--- src/rtl/scanpix_pkg.sv ---
package scanpix_pkg;

    typedef enum logic [1:0] {
        ST_IDLE = 2'd0,
        ST_SCAN = 2'd1,
        ST_DONE = 2'd2
    } scan_state_e;

endpackage

--- src/rtl/scanpix_palette_map.sv ---
module scanpix_palette_map #(
    parameter int CIDX_W  = 2,
    parameter int SHADE_W = 2,
    localparam int ENTRIES = 2 ** CIDX_W,
    localparam int PAL_W   = SHADE_W * ENTRIES
) (
    input  logic [PAL_W-1:0]   palette,
    input  logic [CIDX_W-1:0]  idx,
    output logic [SHADE_W-1:0] shade
);

    logic [SHADE_W-1:0] entry [ENTRIES];

    // One slice per colour index; entry e lives at bits [e*SHADE_W +: SHADE_W]
    for (genvar e = 0; e < ENTRIES; e++) begin : g_entry
        assign entry[e] = palette[e*SHADE_W +: SHADE_W];
    end

    assign shade = entry[idx];

endmodule

--- src/rtl/scanpix_fb_writer.sv ---
module scanpix_fb_writer #(
    parameter int WIDTH   = 160,
    parameter int LINES   = 144,
    parameter int SHADE_W = 2,
    localparam int LINE_W = $clog2(LINES),
    localparam int COL_W  = $clog2(WIDTH),
    localparam int TOTAL  = WIDTH * LINES,
    localparam int ADDR_W = $clog2(TOTAL)
) (
    input  logic               clk,
    input  logic               rst,
    input  logic               wr_req,
    input  logic [LINE_W-1:0]  line_num,
    input  logic [COL_W-1:0]   col,
    input  logic [SHADE_W-1:0] shade,
    output logic               fb_we,
    output logic [ADDR_W-1:0]  fb_addr,
    output logic [SHADE_W-1:0] fb_shade
);

    logic [ADDR_W-1:0] addr_d;

    assign addr_d = ADDR_W'(line_num) * ADDR_W'(WIDTH) + ADDR_W'(col);

    always_ff @(posedge clk) begin
        if (rst) begin
            fb_we    <= 1'b0;
            fb_addr  <= '0;
            fb_shade <= '0;
        end else begin
            fb_we <= wr_req;
            if (wr_req) begin
                fb_addr  <= addr_d;
                fb_shade <= shade;
            end
        end
    end

    // every write lands inside the frame
    p_addr_range_r5: assert property (@(posedge clk) disable iff (rst)
        fb_we |-> (fb_addr < ADDR_W'(TOTAL)));

    // a strobe is a single cycle unless fed back to back
    p_we_follows_req_r5: assert property (@(posedge clk) disable iff (rst)
        !wr_req |=> !fb_we);

endmodule

--- src/rtl/scanpix_pos_ctrl.sv ---
module scanpix_pos_ctrl
    import scanpix_pkg::*;
#(
    parameter int WIDTH  = 160,
    parameter int FINE_W = 3,
    localparam int COL_W = $clog2(WIDTH),
    localparam int POS_W = $clog2(WIDTH + 2 * (2 ** FINE_W)) + 1
) (
    input  logic              clk,
    input  logic              rst,
    input  logic              line_start,
    input  logic [FINE_W-1:0] fine,
    input  logic              render_off,
    input  logic              pause,
    input  logic              fifo_valid,
    input  logic              dma_armed,
    output logic              fifo_pop,
    output logic              wr_req,
    output logic [COL_W-1:0]  col,
    output logic              line_done,
    output logic              blank_start,
    output logic              dma_start
);

    localparam logic signed [POS_W-1:0] POS_LEAD = POS_W'(2 ** FINE_W);
    localparam logic signed [POS_W-1:0] POS_LAST = POS_W'(WIDTH - 1);
    localparam logic signed [POS_W-1:0] POS_TRIG = POS_W'(WIDTH - 2);
    localparam logic signed [POS_W-1:0] POS_END  = POS_W'(WIDTH);

    scan_state_e              state_q, state_d;
    logic signed [POS_W-1:0]  pos_q;
    logic signed [POS_W-1:0]  pos_load;
    logic                     scanning;
    logic                     advance;
    logic                     in_view;

    assign pos_load = -POS_LEAD - $signed(POS_W'(fine));
    assign scanning = (state_q == ST_SCAN) && !line_start;
    assign fifo_pop = scanning && !pause && fifo_valid;
    assign advance  = scanning && (render_off || fifo_pop);
    assign in_view  = !pos_q[POS_W-1] && (pos_q < POS_END);
    assign wr_req   = fifo_pop && !render_off && in_view;
    assign col      = pos_q[COL_W-1:0];

    // State register
    always_ff @(posedge clk) begin
        if (rst) state_q <= ST_IDLE;
        else     state_q <= state_d;
    end

    // Next-state logic
    always_comb begin
        state_d = state_q;
        unique case (state_q)
            ST_IDLE: if (line_start) state_d = ST_SCAN;
            ST_SCAN: begin
                if (line_start)
                    state_d = ST_SCAN;
                else if (advance && pos_q == POS_LAST)
                    state_d = ST_DONE;
            end
            ST_DONE: if (line_start) state_d = ST_SCAN;
            default: state_d = ST_IDLE;
        endcase
    end

    // Horizontal position
    always_ff @(posedge clk) begin
        if (rst)             pos_q <= '0;
        else if (line_start) pos_q <= pos_load;
        else if (advance)    pos_q <= pos_q + POS_W'(1);
    end

    // Registered outputs
    always_ff @(posedge clk) begin
        if (rst) begin
            line_done   <= 1'b0;
            blank_start <= 1'b0;
            dma_start   <= 1'b0;
        end else begin
            line_done   <= (state_d == ST_DONE);
            blank_start <= advance && (pos_q == POS_TRIG);
            dma_start   <= advance && (pos_q == POS_TRIG) && dma_armed;
        end
    end

    // the load value follows the fine scroll
    p_load_r1: assert property (@(posedge clk) disable iff (rst)
        line_start |=> (pos_q == -POS_LEAD - $signed(POS_W'($past(fine)))));

    // paused with rendering on, the position does not move
    p_hold_pause_r3: assert property (@(posedge clk) disable iff (rst)
        (scanning && pause && !render_off) |=> $stable(pos_q));

    // the end flag means the position reached the line width
    p_done_pos_r6: assert property (@(posedge clk) disable iff (rst)
        line_done |-> (pos_q == POS_END));

    // nothing is consumed outside a scan
    p_no_pop_idle_r6: assert property (@(posedge clk) disable iff (rst)
        (state_q != ST_SCAN) |-> !fifo_pop);

    // the blanking pulse never lasts two cycles
    p_blank_single_r7: assert property (@(posedge clk) disable iff (rst)
        blank_start |=> !blank_start);

    // the DMA kick only comes with the blanking pulse
    p_dma_with_blank_r7: assert property (@(posedge clk) disable iff (rst)
        dma_start |-> blank_start);

    // with rendering off, each scanning dot advances
    p_free_run_r8: assert property (@(posedge clk) disable iff (rst)
        (scanning && render_off) |=> (pos_q == $past(pos_q) + POS_W'(1)));

endmodule

--- src/rtl/scanpix_out.sv ---
module scanpix_out #(
    parameter int WIDTH   = 160,
    parameter int LINES   = 144,
    parameter int FINE_W  = 3,
    parameter int CIDX_W  = 2,
    parameter int SHADE_W = 2,
    localparam int LINE_W = $clog2(LINES),
    localparam int COL_W  = $clog2(WIDTH),
    localparam int ADDR_W = $clog2(WIDTH * LINES),
    localparam int PAL_W  = SHADE_W * (2 ** CIDX_W)
) (
    input  logic               clk,
    input  logic               rst,
    input  logic               line_start,
    input  logic [LINE_W-1:0]  line_num,
    input  logic [FINE_W-1:0]  fine_scroll,
    input  logic               render_off,
    input  logic               pause,
    input  logic               dma_armed,
    input  logic               fifo_valid,
    input  logic [CIDX_W-1:0]  fifo_data,
    output logic               fifo_pop,
    input  logic [PAL_W-1:0]   palette,
    output logic               fb_we,
    output logic [ADDR_W-1:0]  fb_addr,
    output logic [SHADE_W-1:0] fb_shade,
    output logic               line_done,
    output logic               blank_start,
    output logic               dma_start
);

    logic               wr_req;
    logic [COL_W-1:0]   col;
    logic [SHADE_W-1:0] shade;

    scanpix_pos_ctrl #(
        .WIDTH  (WIDTH),
        .FINE_W (FINE_W)
    ) i_ctrl (
        .clk         (clk),
        .rst         (rst),
        .line_start  (line_start),
        .fine        (fine_scroll),
        .render_off  (render_off),
        .pause       (pause),
        .fifo_valid  (fifo_valid),
        .dma_armed   (dma_armed),
        .fifo_pop    (fifo_pop),
        .wr_req      (wr_req),
        .col         (col),
        .line_done   (line_done),
        .blank_start (blank_start),
        .dma_start   (dma_start)
    );

    scanpix_palette_map #(
        .CIDX_W  (CIDX_W),
        .SHADE_W (SHADE_W)
    ) i_map (
        .palette (palette),
        .idx     (fifo_data),
        .shade   (shade)
    );

    scanpix_fb_writer #(
        .WIDTH   (WIDTH),
        .LINES   (LINES),
        .SHADE_W (SHADE_W)
    ) i_wr (
        .clk      (clk),
        .rst      (rst),
        .wr_req   (wr_req),
        .line_num (line_num),
        .col      (col),
        .shade    (shade),
        .fb_we    (fb_we),
        .fb_addr  (fb_addr),
        .fb_shade (fb_shade)
    );

    // a pause with rendering on stops the FIFO
    p_pause_no_pop_r3: assert property (@(posedge clk) disable iff (rst)
        (pause && !render_off) |-> !fifo_pop);

    // rendering off never writes the framebuffer
    p_off_no_write_r8: assert property (@(posedge clk) disable iff (rst)
        render_off |=> !fb_we);

endmodule

--- config.mk ---
export PLATFORM = sky130hd
export DESIGN_NAME = scanpix_out
export DESIGN_NICKNAME = d
export VERILOG_FILES = /design/src/rtl/scanpix_pkg.sv /design/src/rtl/scanpix_palette_map.sv /design/src/rtl/scanpix_fb_writer.sv /design/src/rtl/scanpix_pos_ctrl.sv /design/src/rtl/scanpix_out.sv
export SDC_FILE = /design/constraint.sdc
export NUM_CORES = 1
export LEC_CHECK = 0
export BUFFER_PORTS_ARGS = -buffer_cell sky130_fd_sc_hd__buf_2
export CORE_AREA = 2 2 76 78
export CTS_BUF_LIST = sky130_fd_sc_hd__clkbuf_16
export CTS_CLUSTER_SIZE = 28
export DETAILED_ROUTE_END_ITERATION = 6
export DIE_AREA = 0 0 78 80
export GPL_ROUTABILITY_DRIVEN = 0
export PLACE_DENSITY = 0.68
export SYNTH_ARGS = -nofsm -noshare
export SYNTH_HDL_FRONTEND = slang
export SYNTH_HIERARCHICAL = 1
export SYNTH_SLANG_ARGS = --single-unit
--- constraint.sdc ---
create_clock -name clk -period 5.5 [get_ports clk]
set_input_delay 1.1 -clock clk [delete_from_list [all_inputs] [get_ports clk]]
set_output_delay 1.1 -clock clk [all_outputs]
set_load 0.005 [all_outputs]
==> flow_metrics.tcl <==
set metrics [dict create \
    wl_per_cell_um 13.0 \
    power.internal_w 0.000460 \
    yosysWarnings 6 \
    max_stage_delay_ps 560 \
    hpwl_mm 3.34 \
    syn_area_mm2 0.00208 \
    io_pins 50 \
    antenna_found_initial 0 \
    status "finished clean" \
    setup_tns_ps 0 \
    cp.arrival_ps 3370 \
    synth_seq_area_share_pct 30.8 \
    clk_path_buf_depth 2 \
    peakVddDrop_uv 137 \
    worst-slew-pin-transition_ps 592 \
    dp_cells 324 \
    grt_pass1_wl_mm 7.47 \
    synth_fp_nets 264 \
    synthMuxAreaShare_pct 7.33 \
    die_y_um 80 \
    cp_max_fo 3 \
    min_path_type "flop to flop" \
    synth_ff_type "dfxtp_1" \
    critical_path_class "input pin to flop" \
    postSynth.asyncResetShare_pct 0 \
    grt_pass1_vias 1664 \
    ant_nets 0 \
    grt_max_degree 32 \
    post_cts_buffers 0 \
    clk_latency_ps 270 \
    pwr_density_cell_mw_per_mm2 255 \
    synth_edf_count 0 \
    syn_area_per_cell_um2 9.64 \
    synth_top_family_by_area "compound AO/OA/AOI/OAI gates" \
    power_w 0.000634 \
    final_net_count 307 \
    chipWidth_um 78 \
    cts_resized 0 \
    cpMostUsedCell "ha_1" \
    numCtsBuffers 5 \
    syn2layout_area_growth_pct 19.2 \
    startpoint_type "input pin" \
    grt_usage_pct 14.9 \
    synth_xor_area_share_pct 5.41 \
    skew_ps 5.29 \
    hold_viol 0 \
    final_area_mm2 0.00248 \
    vias 1744 \
    slew_viol_final 0 \
    root_buffer "clkbuf_16" \
    synth_compound_area_share_pct 20.9 \
    syn_inst 216 \
    hold_buffers 0 \
    cp.required_ps 5670 \
    drc 0 \
    timing.max_cap.violations 0 \
    finalSetupViolCount 0 \
    via_per_inst 5.25 \
    path_cells "buf_2 > ha_1 > ha_1 > fa_1 > o2111ai_1 > nor4bb_2 > a31oi_1 > a2111oi_2" \
    post-route-min-period_ps 3200 \
    start_util_pct 38.5 \
    wl_mm 4.33 \
    synthAdderAreaFrac_pct 12.7 \
    core_area_mm2 0.00541 \
    overflow 0 \
    diodes 0 \
    sw_frac_of_total_pct 27.4 \
    p_comb_share_pct 20.1 \
    drt_first_iter_violations 68 \
    p_leak_nw 1.09 \
    cts_max_level 2 \
    synth.distinct_cells 54 \
    end_kind "flop" \
    stdcell_count 332 \
    crit_slowest_cell "fa_1" \
    clk_pin_slew_ps 50 \
    final_cell_mix "buf_2, dfxtp_1, nor2_1" \
    timing.fmax_mhz 313 \
    fin_util_pct 45.9 \
    synth-simple-area-share_pct 17.3 \
    num_rows 27 \
    drive_gt1_share_pct 26.9 \
    ys_ff_latch 32 \
    power_frac_clock_pct 41.0 \
    power_switching_w 0.000174 \
    cts_tree "yes" \
    placed_cell_area_mm2 0.00234 \
    clock_sinks 32 \
    dieArea_mm2 0.00624 \
    seqPwrFrac_pct 38.9 \
    relSlewSlack_pct 60.6 \
    final_common_cell "buf_2" \
    drtPass1Iterations 4 \
    period_share_pct 58.1 \
    port_buffers 49 \
    rsz0062_at_grt "no" \
]
==> state kept, by name, summed over array words and instances (netlist names) <==
name,flops
i_wr/fb_addr,15
i_ctrl/pos_q,9
i_ctrl/state_q,2
i_wr/fb_shade,2
i_ctrl/blank_start,1
i_ctrl/dma_start,1
i_ctrl/line_done,1
i_wr/fb_we,1
==> power by group through the flow <==
| stage | logic [W] | registers [W] | clock network [W] |
|---|---|---|---|
| floorplan | 0.0000994 | 0.000249 | 0 |
| global placement | 0.000125 | 0.000252 | 0 |
| detailed placement | 0.000127 | 0.000252 | 0 |
| CTS | 0.000128 | 0.000247 | 0.000267 |
| global route | 0.000144 | 0.000248 | 0.000278 |
| finish | 0.000127 | 0.000247 | 0.000260 |
==> synth_stat cells (all sizes together) (4+ instances only) <==
library cell | count | area [µm²]
dfxtp | 32 | 641
inv | 9 | 33.8
o2111ai | 6 | 58.8
nor2b | 6 | 37.5
and2 | 4 | 25.0
buf | 11 | 71.3
mux2i | 10 | 100
o21ai | 6 | 30.0
a21oi | 11 | 58.8
and3 | 5 | 31.3
nor2 | 22 | 82.6
ha | 18 | 225
xor2 | 7 | 68.8
xnor2 | 5 | 43.8
a21o | 4 | 30.0
a211oi | 11 | 92.6
a31oi | 4 | 25.0
==> worst max-delay path, delay by kind of cell <==
family | cells | cell delay [ps]
adders and majority gates | 3 | 1070
buffers and inverters | 1 | 120
and+or+nand+nor | 1 | 450
AOI/OAI and AO/OA | 3 | 620
==> routing by layer <==
layer	global-route usage [%]	share of wire (%)
met1	19.0	47
met2	25.2	48
met3	3.51	3.5
met4	4.21	0.92
met5	0	0
==> cell families after synthesis <==
kind of cell / after synthesis
AND/OR/NAND/NOR: 60
flip-flops: 32
XOR/XNOR: 12
AO/OA/AOI/OAI: 57
buffers and inverters: 23
adder cells (fa/ha/maj): 20
multiplexers: 12
==> final timing paths <==
kind / startpoint / to / slack, ps / cells past startpoint
worst min-delay path: i_wr/fb_addr[11] / i_wr/fb_addr[11] / 480 / 2
worst max register to register: i_ctrl/state_q[0] / i_wr/fb_addr[7] / 3150 / 8
worst min register to register: i_wr/fb_addr[11] / i_wr/fb_addr[11] / 480 / 2
worst max-delay path: line_num[1] / i_wr/fb_addr[14] / 2300 / 8
==> through the flow <==
stage          hold slack (ps)  setup slack [ps]
6_report                   482              2300
5_1_grt                    503              2140
4_1_cts                    487              2310
3_5_place_dp               480              2010
3_3_place_gp               470              2080
2_1_floorplan              472              2300
==> final cells by class <==
cell class | instances | area (µm²)
inverter | 9 | 33.8
fill | 548 | 2920
multi-input combinational | 161 | 1330
clock inverter | 3 | 15.0
tap | 72 | 90.1
clock buffer | 5 | 125
timing repair buffer | 50 | 253
sequential | 32 | 641
Note: power is estimated with default switching activity, not from simulation.
